==> src/rtl/nor_cmd_pkg.sv <==
package nor_cmd_pkg;

    typedef enum logic [2:0] {
        ST_IDLE,
        ST_ERASE_SETUP,
        ST_PROG_SETUP,
        ST_LOCK_SETUP,
        ST_BUSY_ERASE,
        ST_BUSY_PROG,
        ST_SUSPENDED
    } eng_state_e;

    typedef enum logic [1:0] {
        RM_ARRAY,
        RM_IDENT,
        RM_STATUS
    } read_mode_e;

    typedef enum logic [3:0] {
        CMD_NONE,
        CMD_OTHER,
        CMD_READ_ARRAY,
        CMD_READ_STATUS,
        CMD_CLEAR_STATUS,
        CMD_ERASE,
        CMD_PROGRAM,
        CMD_LOCK_CLEAR,
        CMD_CONFIRM,
        CMD_SUSPEND,
        CMD_SEQ1,
        CMD_SEQ2,
        CMD_SEQ3
    } cmd_e;

    typedef struct packed {
        logic ready;
        logic suspended;
        logic erase_err;
        logic prog_err;
        logic [3:0] zero;
    } status_t;

    localparam logic [15:0] SEQ_ADDR_A = 16'h5555;
    localparam logic [15:0] SEQ_ADDR_B = 16'h2AAA;

    function automatic logic [31:0] lanes8(input logic [7:0] b);
        return {8'h00, b, 8'h00, b};
    endfunction

    function automatic logic [31:0] lanes16(input logic [15:0] h);
        return {h, h};
    endfunction

endpackage

==> src/rtl/nor_cmd_decode.sv <==
module nor_cmd_decode
    import nor_cmd_pkg::*;
(
    input  logic [31:0] wdata,
    output cmd_e        cmd
);
    logic lanes_ok;
    assign lanes_ok = (wdata[31:16] == wdata[15:0]) && (wdata[15:8] == 8'h00);

    always_comb begin
        cmd = CMD_NONE;
        if (lanes_ok) begin
            case (wdata[7:0])
                8'hFF:   cmd = CMD_READ_ARRAY;
                8'h70:   cmd = CMD_READ_STATUS;
                8'h50:   cmd = CMD_CLEAR_STATUS;
                8'h20:   cmd = CMD_ERASE;
                8'h40:   cmd = CMD_PROGRAM;
                8'h60:   cmd = CMD_LOCK_CLEAR;
                8'hD0:   cmd = CMD_CONFIRM;
                8'hB0:   cmd = CMD_SUSPEND;
                8'hAA:   cmd = CMD_SEQ1;
                8'h55:   cmd = CMD_SEQ2;
                8'h90:   cmd = CMD_SEQ3;
                default: cmd = CMD_OTHER;
            endcase
        end
    end
endmodule

==> src/rtl/nor_busy_timer.sv <==
module nor_busy_timer #(
    parameter int CNT_W = 8
) (
    input  logic             clk,
    input  logic             rst,
    input  logic             start,
    input  logic [CNT_W-1:0] load,
    input  logic             hold,
    output logic [CNT_W-1:0] cnt,
    output logic             done
);
    localparam logic [CNT_W-1:0] ONE = {{(CNT_W-1){1'b0}}, 1'b1};

    assign done = (cnt == ONE) && !hold;

    always_ff @(posedge clk) begin
        if (rst) begin
            cnt <= '0;
        end else if (start) begin
            cnt <= load;
        end else if ((cnt != '0) && !hold) begin
            cnt <= cnt - ONE;
        end
    end
endmodule

==> src/rtl/nor_array.sv <==
module nor_array #(
    parameter int IDX_W = 6,
    parameter int BLK_W = 2
) (
    input  logic             clk,
    input  logic             rst,
    input  logic             erase_en,
    input  logic [BLK_W-1:0] erase_blk,
    input  logic             prog_en,
    input  logic [IDX_W-1:0] prog_idx,
    input  logic [31:0]      prog_data,
    input  logic [IDX_W-1:0] rd_idx,
    output logic [31:0]      rd_data
);
    localparam int WORDS = 1 << IDX_W;
    localparam int OFF_W = IDX_W - BLK_W;

    logic [31:0] words [WORDS];

    for (genvar g = 0; g < WORDS; g++) begin : g_word
        localparam logic [BLK_W-1:0] BID = BLK_W'(g >> OFF_W);
        localparam logic [IDX_W-1:0] WID = IDX_W'(g);
        logic [31:0] word_q;

        always_ff @(posedge clk) begin
            if (rst) begin
                word_q <= '1;
            end else if (erase_en && (erase_blk == BID)) begin
                word_q <= '1;
            end else if (prog_en && (prog_idx == WID)) begin
                word_q <= word_q & prog_data;
            end
        end

        assign words[g] = word_q;
    end

    assign rd_data = words[rd_idx];
endmodule

==> src/rtl/nor_cmd_engine.sv <==
module nor_cmd_engine
    import nor_cmd_pkg::*;
#(
    parameter int          ADDR_W       = 16,
    parameter int          IDX_W        = 6,
    parameter int          BLK_W        = 2,
    parameter int          ERASE_CYCLES = 12,
    parameter int          PROG_CYCLES  = 5,
    parameter logic [15:0] MFR_CODE     = 16'h0089,
    parameter logic [15:0] DEV_CODE     = 16'h0018
) (
    input  logic              clk,
    input  logic              rst,
    input  logic              wr_en,
    input  logic [ADDR_W-1:0] addr,
    input  logic [31:0]       wdata,
    output logic [31:0]       rdata
);
    localparam int NBLK  = 1 << BLK_W;
    localparam int MAXC  = (ERASE_CYCLES > PROG_CYCLES) ? ERASE_CYCLES : PROG_CYCLES;
    localparam int CNT_W = $clog2(MAXC + 1);
    localparam logic [ADDR_W-1:0] ADDR_A = ADDR_W'(SEQ_ADDR_A);
    localparam logic [ADDR_W-1:0] ADDR_B = ADDR_W'(SEQ_ADDR_B);

    eng_state_e       state_q;
    read_mode_e       mode_q;
    logic [1:0]       seq_q;
    logic [NBLK-1:0]  lock_q;
    logic             err_erase_q, err_prog_q;
    logic [BLK_W-1:0] tgt_blk_q;
    logic [IDX_W-1:0] tgt_idx_q;
    logic [31:0]      tgt_data_q;

    cmd_e             cmd;
    logic [IDX_W-1:0] idx;
    logic [BLK_W-1:0] blk;
    logic             tmr_start, tmr_hold, tmr_done;
    logic [CNT_W-1:0] tmr_load, tmr_cnt;
    logic             busy;
    status_t          status;
    logic [31:0]      arr_rd;

    assign idx  = addr[IDX_W-1:0];
    assign blk  = addr[IDX_W-1:IDX_W-BLK_W];
    assign busy = (state_q == ST_BUSY_ERASE) || (state_q == ST_BUSY_PROG);

    nor_cmd_decode u_dec (.wdata(wdata), .cmd(cmd));

    always_comb begin
        tmr_start = 1'b0;
        tmr_load  = CNT_W'(ERASE_CYCLES);
        if (wr_en && (state_q == ST_ERASE_SETUP) && (cmd == CMD_CONFIRM) && !lock_q[blk]) begin
            tmr_start = 1'b1;
        end else if (wr_en && (state_q == ST_PROG_SETUP) && !lock_q[blk]) begin
            tmr_start = 1'b1;
            tmr_load  = CNT_W'(PROG_CYCLES);
        end
    end
    assign tmr_hold = (state_q == ST_SUSPENDED);

    nor_busy_timer #(.CNT_W(CNT_W)) u_tmr (
        .clk(clk), .rst(rst), .start(tmr_start), .load(tmr_load),
        .hold(tmr_hold), .cnt(tmr_cnt), .done(tmr_done)
    );

    nor_array #(.IDX_W(IDX_W), .BLK_W(BLK_W)) u_arr (
        .clk(clk), .rst(rst),
        .erase_en(tmr_done && (state_q == ST_BUSY_ERASE)), .erase_blk(tgt_blk_q),
        .prog_en(tmr_done && (state_q == ST_BUSY_PROG)), .prog_idx(tgt_idx_q),
        .prog_data(tgt_data_q), .rd_idx(idx), .rd_data(arr_rd)
    );

    always_ff @(posedge clk) begin
        if (rst) begin
            state_q     <= ST_IDLE;
            mode_q      <= RM_ARRAY;
            seq_q       <= 2'd0;
            lock_q      <= '1;
            err_erase_q <= 1'b0;
            err_prog_q  <= 1'b0;
            tgt_blk_q   <= '0;
            tgt_idx_q   <= '0;
            tgt_data_q  <= '0;
        end else begin
            case (state_q)
                ST_IDLE: if (wr_en) begin
                    if (cmd == CMD_SEQ1 && addr == ADDR_A) begin
                        seq_q <= 2'd1;
                    end else if (seq_q == 2'd1 && cmd == CMD_SEQ2 && addr == ADDR_B) begin
                        seq_q <= 2'd2;
                    end else if (seq_q == 2'd2 && cmd == CMD_SEQ3 && addr == ADDR_A) begin
                        seq_q  <= 2'd0;
                        mode_q <= RM_IDENT;
                    end else begin
                        seq_q <= 2'd0;
                        case (cmd)
                            CMD_READ_ARRAY:   mode_q <= RM_ARRAY;
                            CMD_READ_STATUS:  mode_q <= RM_STATUS;
                            CMD_CLEAR_STATUS: begin
                                err_erase_q <= 1'b0;
                                err_prog_q  <= 1'b0;
                            end
                            CMD_ERASE:      begin state_q <= ST_ERASE_SETUP; mode_q <= RM_STATUS; end
                            CMD_PROGRAM:    begin state_q <= ST_PROG_SETUP;  mode_q <= RM_STATUS; end
                            CMD_LOCK_CLEAR: begin state_q <= ST_LOCK_SETUP;  mode_q <= RM_STATUS; end
                            default: ;
                        endcase
                    end
                end
                ST_ERASE_SETUP: if (wr_en) begin
                    if (cmd != CMD_CONFIRM) begin
                        err_erase_q <= 1'b1;
                        err_prog_q  <= 1'b1;
                        state_q     <= ST_IDLE;
                    end else if (lock_q[blk]) begin
                        err_erase_q <= 1'b1;
                        state_q     <= ST_IDLE;
                    end else begin
                        tgt_blk_q <= blk;
                        state_q   <= ST_BUSY_ERASE;
                    end
                end
                ST_PROG_SETUP: if (wr_en) begin
                    if (lock_q[blk]) begin
                        err_prog_q <= 1'b1;
                        state_q    <= ST_IDLE;
                    end else begin
                        tgt_idx_q  <= idx;
                        tgt_data_q <= wdata;
                        state_q    <= ST_BUSY_PROG;
                    end
                end
                ST_LOCK_SETUP: if (wr_en) begin
                    if (cmd == CMD_CONFIRM) begin
                        lock_q <= '0;
                    end else begin
                        err_erase_q <= 1'b1;
                        err_prog_q  <= 1'b1;
                    end
                    state_q <= ST_IDLE;
                end
                ST_BUSY_ERASE: begin
                    if (tmr_done) begin
                        state_q <= ST_IDLE;
                    end else if (wr_en && cmd == CMD_SUSPEND) begin
                        state_q <= ST_SUSPENDED;
                    end
                end
                ST_BUSY_PROG: if (tmr_done) state_q <= ST_IDLE;
                ST_SUSPENDED: if (wr_en) begin
                    case (cmd)
                        CMD_CONFIRM:      begin state_q <= ST_BUSY_ERASE; mode_q <= RM_STATUS; end
                        CMD_READ_ARRAY:   mode_q <= RM_ARRAY;
                        CMD_READ_STATUS:  mode_q <= RM_STATUS;
                        CMD_CLEAR_STATUS: begin
                            err_erase_q <= 1'b0;
                            err_prog_q  <= 1'b0;
                        end
                        default: ;
                    endcase
                end
                default: state_q <= ST_IDLE;
            endcase
        end
    end

    always_comb begin
        status.ready     = !busy;
        status.suspended = (state_q == ST_SUSPENDED);
        status.erase_err = err_erase_q;
        status.prog_err  = err_prog_q;
        status.zero      = 4'h0;
    end

    always_comb begin
        if (busy) begin
            rdata = lanes8(status);
        end else begin
            case (mode_q)
                RM_ARRAY: rdata = arr_rd;
                RM_IDENT: begin
                    if (addr == ADDR_W'(0))      rdata = lanes16(MFR_CODE);
                    else if (addr == ADDR_W'(1)) rdata = lanes16(DEV_CODE);
                    else                         rdata = 32'h0;
                end
                default:  rdata = lanes8(status);
            endcase
        end
    end
endmodule

==> config.mk <==
export PLATFORM = sky130hd
export DESIGN_NAME = nor_cmd_engine
export DESIGN_NICKNAME = d
export VERILOG_FILES = /design/src/rtl/nor_cmd_pkg.sv /design/src/rtl/nor_cmd_decode.sv /design/src/rtl/nor_busy_timer.sv /design/src/rtl/nor_array.sv /design/src/rtl/nor_cmd_engine.sv
export SDC_FILE = /design/constraint.sdc
export NUM_CORES = 2
export LEC_CHECK = 0
export BUFFER_PORTS_ARGS = -buffer_cell sky130_fd_sc_hd__buf_2
export CORE_MARGIN = 3
export CORE_UTILIZATION = 25
export DETAILED_ROUTE_END_ITERATION = 16
export MAX_ROUTING_LAYER = met4
export PLACE_DENSITY = 0.49
export SLEW_MARGIN = 15
export SYNTH_ARGS = -nofsm -noshare
export SYNTH_HDL_FRONTEND = slang
export SYNTH_HIERARCHICAL = 1
export SYNTH_SLANG_ARGS = --single-unit
==> constraint.sdc <==
create_clock -name clk -period 3.05 [get_ports clk]
set_clock_uncertainty 0.15 [all_clocks]
set_input_delay 0.305 -clock clk [delete_from_list [all_inputs] [get_ports clk]]
set_output_delay 0.305 -clock clk [all_outputs]
set_load 0.005 [all_outputs]
* After elaboration in Yosys (flattened, before gate mapping) *
Cells that the tools add are included.
W data, S select, Z words.

operators by class
  $add $sub $neg = 1
  magnitude comparators = 2
  equal/unequal tests = 121
  mux-type cells = 66
  bitwise logic cells = 67
  reduce and logical (&&, ||, !) cells = 113

operators with widths
  operator                count
  $and A32 B32 Y32        64
  $bmux W32 S6            1
  $eq A6 B6 Y1 const B    32
  $eq A6 B5 Y1 const B    16
  $mux W32                3
  $logic_and A1 B1 Y1     84
  $pmux W32 S2            1
  $eq A6 B4 Y1 const B    8
  $mux W3                 15
  $pmux W4 S11            1
  $eq A8 B7 Y1 const B    5
  $eq A8 B8 Y1 const B    5
  $eq A6 B3 Y1 const B    4
  $mux W24                1
  $ne A2 B2 Y1 const B    12
  $reduce_and A12 Y1      2
  $mux W1                 23
  $mux W21                1
  $pmux W3 S7             1
  $eq A4 B4 Y1 const B    5
  $mux W4                 5
  $eq A16 B1 Y1 const B   1
  $eq A16 B14 Y1 const B  1
  $eq A16 B15 Y1 const B  1
  other kinds (46)        78

word-level totals
  register bits = 2105
  input bits = 51
  output and inout bits = 32
  word-level logic and storage cells = 444

* Depth between registers and ports, before layout *
  depth after elaboration = 11
  mapped depth = 13
  mapped depth without buffers = 11

* By module *
Netlist, hierarchy kept.

by module, submodules not included
  module          times used  cells each  area each (um2)  seq. area each (um2)
  nor_array       1           8265        78343.9          40999.3
  nor_cmd_engine  1           362         2610.0           1001.0
  nor_cmd_decode  1           57          396.6            0.0
  nor_busy_timer  1           31          264.0            80.1

* Worst setup path before layout *
No wires, ideal clock.

  path type = register to register
  start = reg state_q[0]
  end = reg u_arr.g_word[48].word_q[10]
  setup time = 0.129 ns
  arrival time = 2.645 ns
  required time = 2.771 ns
  setup slack = 0.125 ns
  cell stages (with the launch flop) = 12
  path buffers = 4
  period minus slack after synthesis = 2.925 ns
  cell sequence = dfxtp_1 > clkbuf_1 > nor2_1 > nor4b_1 > and3_1 > and3_1 > clkbuf_1 > clkbuf_1 > nand2_1 > clkbuf_1 > o21ai_0 > nand2_1

between the ends
  word-level cells in the longest chain between the ends = 6
  elaborated cells on any way between the ends = 10
  those cells by class = eq/ne: 3; reduce/logical: 7

RTL lines
  element                     line                   text
  from (decl)                 nor_cmd_engine.sv:25   eng_state_e state_q;
  from (signal assigned)      nor_cmd_engine.sv:75   state_q <= ST_IDLE;
  from (signal assigned)      nor_cmd_engine.sv:103  CMD_ERASE: begin state_q <= ST_ERASE_SETUP; mode_q <= RM_STATUS; end
  from (signal assigned)      nor_cmd_engine.sv:104  CMD_PROGRAM: begin state_q <= ST_PROG_SETUP; mode_q <= RM_STATUS; end
  $eq A3 B3 Y1 (*)            nor_cmd_engine.sv:59   assign tmr_hold = (state_q == ST_SUSPENDED);
  via tmr_hold                nor_cmd_engine.sv:37   logic tmr_start, tmr_hold, tmr_done;
  $logic_not A1 Y1 (*)        nor_busy_timer.sv:14   assign done = (cnt == ONE) && !hold;
  $logic_and A1 B1 Y1 (*)     nor_busy_timer.sv:14
  via tmr_done                nor_cmd_engine.sv:37
  $logic_and A1 B1 Y1         nor_cmd_engine.sv:68   .erase_en(tmr_done && (state_q == ST_BUSY_ERASE)), .erase_blk(tgt_blk_q),
  $logic_and A1 B1 Y1         nor_array.sv:28        end else if (erase_en && (erase_blk == BID)) begin
  $reduce_or A2 Y1 (no line)  n/a
  to (signal assigned)        nor_array.sv:31        word_q <= word_q & prog_data;
  to (decl)                   nor_array.sv:23        logic [31:0] word_q;

Mark *: on every way through the listed nets, which the timed path passes. The rest lies on a longest branch.
A chain may end at the register's enable or synchronous reset.

* Worst setup path after layout *
  start = reg u_arr.g_word[3].word_q[19]
  end = out rdata[19]

between the ends
  word-level cells in the longest chain between the ends = 5

RTL lines
  element                                       line                   text
  from (decl)                                   nor_array.sv:23
  from (signal assigned)                        nor_array.sv:31
  $bmux W32 S6                                  nor_array.sv:38        assign rd_data = words[rd_idx];
  $mux W32 (implied by the code) (2 in series)  nor_array.sv:38
  via arr_rd[19]                                nor_cmd_engine.sv:41   logic [31:0] arr_rd;
  $pmux W32 S2                                  nor_cmd_engine.sv:179  case (mode_q)
  $mux W32                                      nor_cmd_engine.sv:176  if (busy) begin
  to (decl)                                     nor_cmd_engine.sv:17   output logic [31:0] rdata

The timed path passes the listed nets, and every way through them passes these cells. The select of a mux whose other input is x is not followed.

==> reports/metrics.yaml <==
clock_network:
  cts_tree: "yes"
  clock-sinks: 2102
  insertion_delay_ns: 0.88
  cts_root_buf: "clkbuf_16"
  numCtsBuffers: 220
  clockBufferDepth: 3
  h-tree-depth: 4
  cts.clk_slew.worst_paths_ns: 0.07
worst_setup_path:
  crit_type: "flip-flop to output pin"
  cp_slowest_stage_delay_ns: 0.56
  critical_path.top_delay_family: "simple AND/OR/NAND/NOR gates"
  crit_path_max_fanout: 2
  setup.worst_path.start_class: "flip-flop"
  path_buf_inv: 1
  slowest_stage: "nand4_1"
  path_cells: "mux4_2 > a22oi_2 > nand4_1 > and3_4 > nand2_2 > a21oi_2 > buf_2"
  cp-end-kind: "output pin"
  worst-endpoint-required_ns: 2.59
  crit_arrival_ns: 3.19
placed_design:
  dpl.hpwl_um: 185000
  dp_slack_ns: -0.916
  io_buffers: 82
  routabilityCongestion: 0.847
power:
  leakage_nw: 35.3
  power_density_nw_per_um2: 583
  vdd_drop_max_uv: 645
sta:
  hold_viol: 0
  tns_ns: -7.66
  final_max_slew_viol_count: 0
  timing.slew.headroom_pct: 18.6
  rsz0062_at_grt: "yes"
  worstMarginPinSlew_ns: 1.22
  postLayoutSetupSlackWorst_ns: -0.598
  setup_viol: 31
  min_period_ns: 3.65
  fmax_mhz: 274
  period_share_pct: 120
logic_synthesis:
  syn_area_per_cell_um2: 9.36
  syn_inst: 8715
  ys_ff_latch: 2102
  syn-num-nets: 8768
  yosys_warnings: 6
  synth_flop_cell: "dfxtp_1"
  synth_area_um2: 81600
  ys_types: 75
  async_flop_share_pct: 0
  yosysSeqAreaShare_pct: 51.6
  synth-edff-count: 0
global_routing:
  grt.busiest_layer: "met2"
  grt_pass1_wl_um: 437000
  met2_usage_pct: 27.8
  grtUsageTotal_pct: 17.8
  antenna_found_initial: 27
  gr-usage-met3_pct: 2.54
  grt_max_degree: 115
  use_met1_pct: 23.7
  grt_pass1_vias: 66186
  grt.overflow.total: 0
run_status:
  violations: "setup timing"
  outcome: "finished, violations left"
floorplanning:
  fp.dieW_um: 577
  io_pins: 83
  rows: 209
  fp.dieH_um: 577
  core_um2: 325000
  dieArea_um2: 333000
  initial_core_util_pct: 25.1
final_layout:
  nNetsFinal: 8885
  area_delta_synth_final_pct: 23.1
  drive_gt1_share_pct: 20.5
route:
  wl_per_cell_um: 22.2
  vias: 67629
  drtPass1Iterations: 6
  routed_wl_um: 297000
  ant_nets: 0
  drt_iter0_markers: 7278
  drc_errors: 0
  viasPerCell: 5.07
run:
  maxCapViolations: 0
worst_hold_path:
  hold_path.class: "input port to flip-flop"
[worst register-to-register path, delay by kind of cell (launching register included)]
family          cells  cell delay (ns)
compound gates      1             0.39
simple gates        6             1.21
flops               1             0.31
buf+inv             3             0.72
[kinds of logic (layout without fill, tap and decap cells)]
kind of cell / after synthesis / count (layout) / synth area share, %
buffers and inverters: 887 / 1178 / 4.68
xor gates and xnor gates: 12 / 12 / 0.129
adders and majority gates: 2 / 2 / 0.0307
and+or+nand+nor: 2638 / 2638 / 13.0
AOI/OAI and AO/OA: 2440 / 2440 / 15.9
other: 2 / 14 / 0.00920
DFF: 2102 / 2102 / 51.6
muxes: 632 / 632 / 14.6
[metrics by stage]
stage / utilization (%) / hold WS (ns) / total power [mW] / area, µm² / cells
after floorplan: - / 0.227 / 29.6 / 81600 / 8715
after global placement: 28.1 / 0.293 / 31.1 / 91100 / 12907
after detailed placement: 28.1 / 0.298 / 31.1 / 91100 / 12907
after CTS: 30.8 / 0.00538 / 59.0 / 100000 / 13342
after global routing: 30.9 / 0.0604 / 60.4 / 100000 / 13333
final: 31.0 / 0.0757 / 58.5 / 100000 / 13343
[layer usage]
| layer | share of wire [%] | wire length [µm] |
|---|---|---|
| met1 | 44 | 131000 |
| met2 | 46 | 136000 |
| met3 | 7.2 | 21200 |
| met4 | 3.0 | 8830 |
| met5 | 0 | 0 |
[area by class of cell]
cell class	count	area [µm²]
clock buffers	321	6460
well taps	4325	5410
inverters	13	48.8
clock inverters	75	1100
diodes	12	30.0
multi-input cells	5726	37000
flip-flops and latches	2102	42200
fillers	33196	224000
repair buffers	769	8180
[synth_stat cells, drive strengths merged (3+ instances only)]
cell type  count  share of area [%]
nand2       2285                 11
dfxtp       2102                 52
o21ai       2063                 13
clkbuf       573                2.6
mux4         444                 12
buf          301                2.0
mux2i        150                1.8
a21oi        106               0.65
nor2          65               0.30
a22oi         58               0.53
nand3         57               0.35
o22ai         54               0.41
nand4         43               0.33
nor2b         42               0.32
mux2          38               0.53
a221oi        36               0.39
o221ai        35               0.38
a211oi        26               0.24
nand2b        26               0.20
nor3          26               0.17
and2          25               0.19
nor4          21               0.17
a311oi        19               0.20
and3          14               0.11
inv           13              0.060
xor2          11               0.12
a22o          10               0.11
a31oi          9              0.069
o211a          7              0.086
or2            5              0.038
or4            5              0.060
nand3b         4              0.037
a2111oi        3              0.032
a221o          3              0.037
nor4b          3              0.051
or3b           3              0.035
[path summary, 6_finish.rpt]
kind,start,endpoint,slack (ns),cells after the start
worst min-delay path,wdata[19],tgt_data_q[19],0.08,4
worst max-delay path,u_arr/g_word[3].word_q[19],rdata[19],-0.60,7
worst min register to register,u_arr/g_word[32].word_q[23],u_arr/g_word[32].word_q[23],0.31,2
worst max register to register,state_q[1],u_arr/g_word[45].word_q[25],0.17,10
[what timing repair did]
action / CTS / global route
pin swaps: 84 / 62
buffers inserted: 1 / 1
hold buffers: 51 / 0
setup endpoints to repair: 32 / 41
endpoints found under the hold margin: 83 / 0
resized for setup: 229 / 112
cloned: 0 / 1
[flip-flops by register name, indices dropped and copies added, names as in the netlist, 2 cells and up]
signal and flops:
tgt_data_q 32, u_tmr/cnt 4, tgt_blk_q 2, u_arr/g_word.word_q 2048, seq_q 2, state_q 3, mode_q 2, tgt_idx_q 6
[cell usage in the layout, fill, tap and decap left out, drive strengths merged, types with 4 or more instances in the layout]
cell type    Yosys  routed
nand2         2285    2285
dfxtp         2102    2102
o21ai         2063    2063
buf            301     717
mux4           444     444
clkbuf         573     322
mux2i          150     150
a21oi          106     106
nor2            65      65
a22oi           58      58
nand3           57      57
o22ai           54      54
dlygate4sd3      0      51
nand4           43      43
nor2b           42      42
clkinv           0      39
mux2            38      38
a221oi          36      36
o221ai          35      35
nand2b          26      26
nor3            26      26
a211oi          26      26
and2            25      25
inv             13      22
nor4            21      21
bufinv           0      20
a311oi          19      19
and3            14      14
diode            0      12
xor2            11      11
a22o            10      10
a31oi            9       9
clkinvlp         0       7
o211a            7       7
or2              5       5
or4              5       5
nand3b           4       4
[power breakdown]
part | switching [mW] | total, mW | internal (mW)
registers | 0.0209 | 27.5 | 27.5
clock network | 11.5 | 27.9 | 16.4
logic | 1.87 | 3.17 | 1.30
total | 13.4 | 58.5 | 45.1
Power figures use the tool's default switching activity.
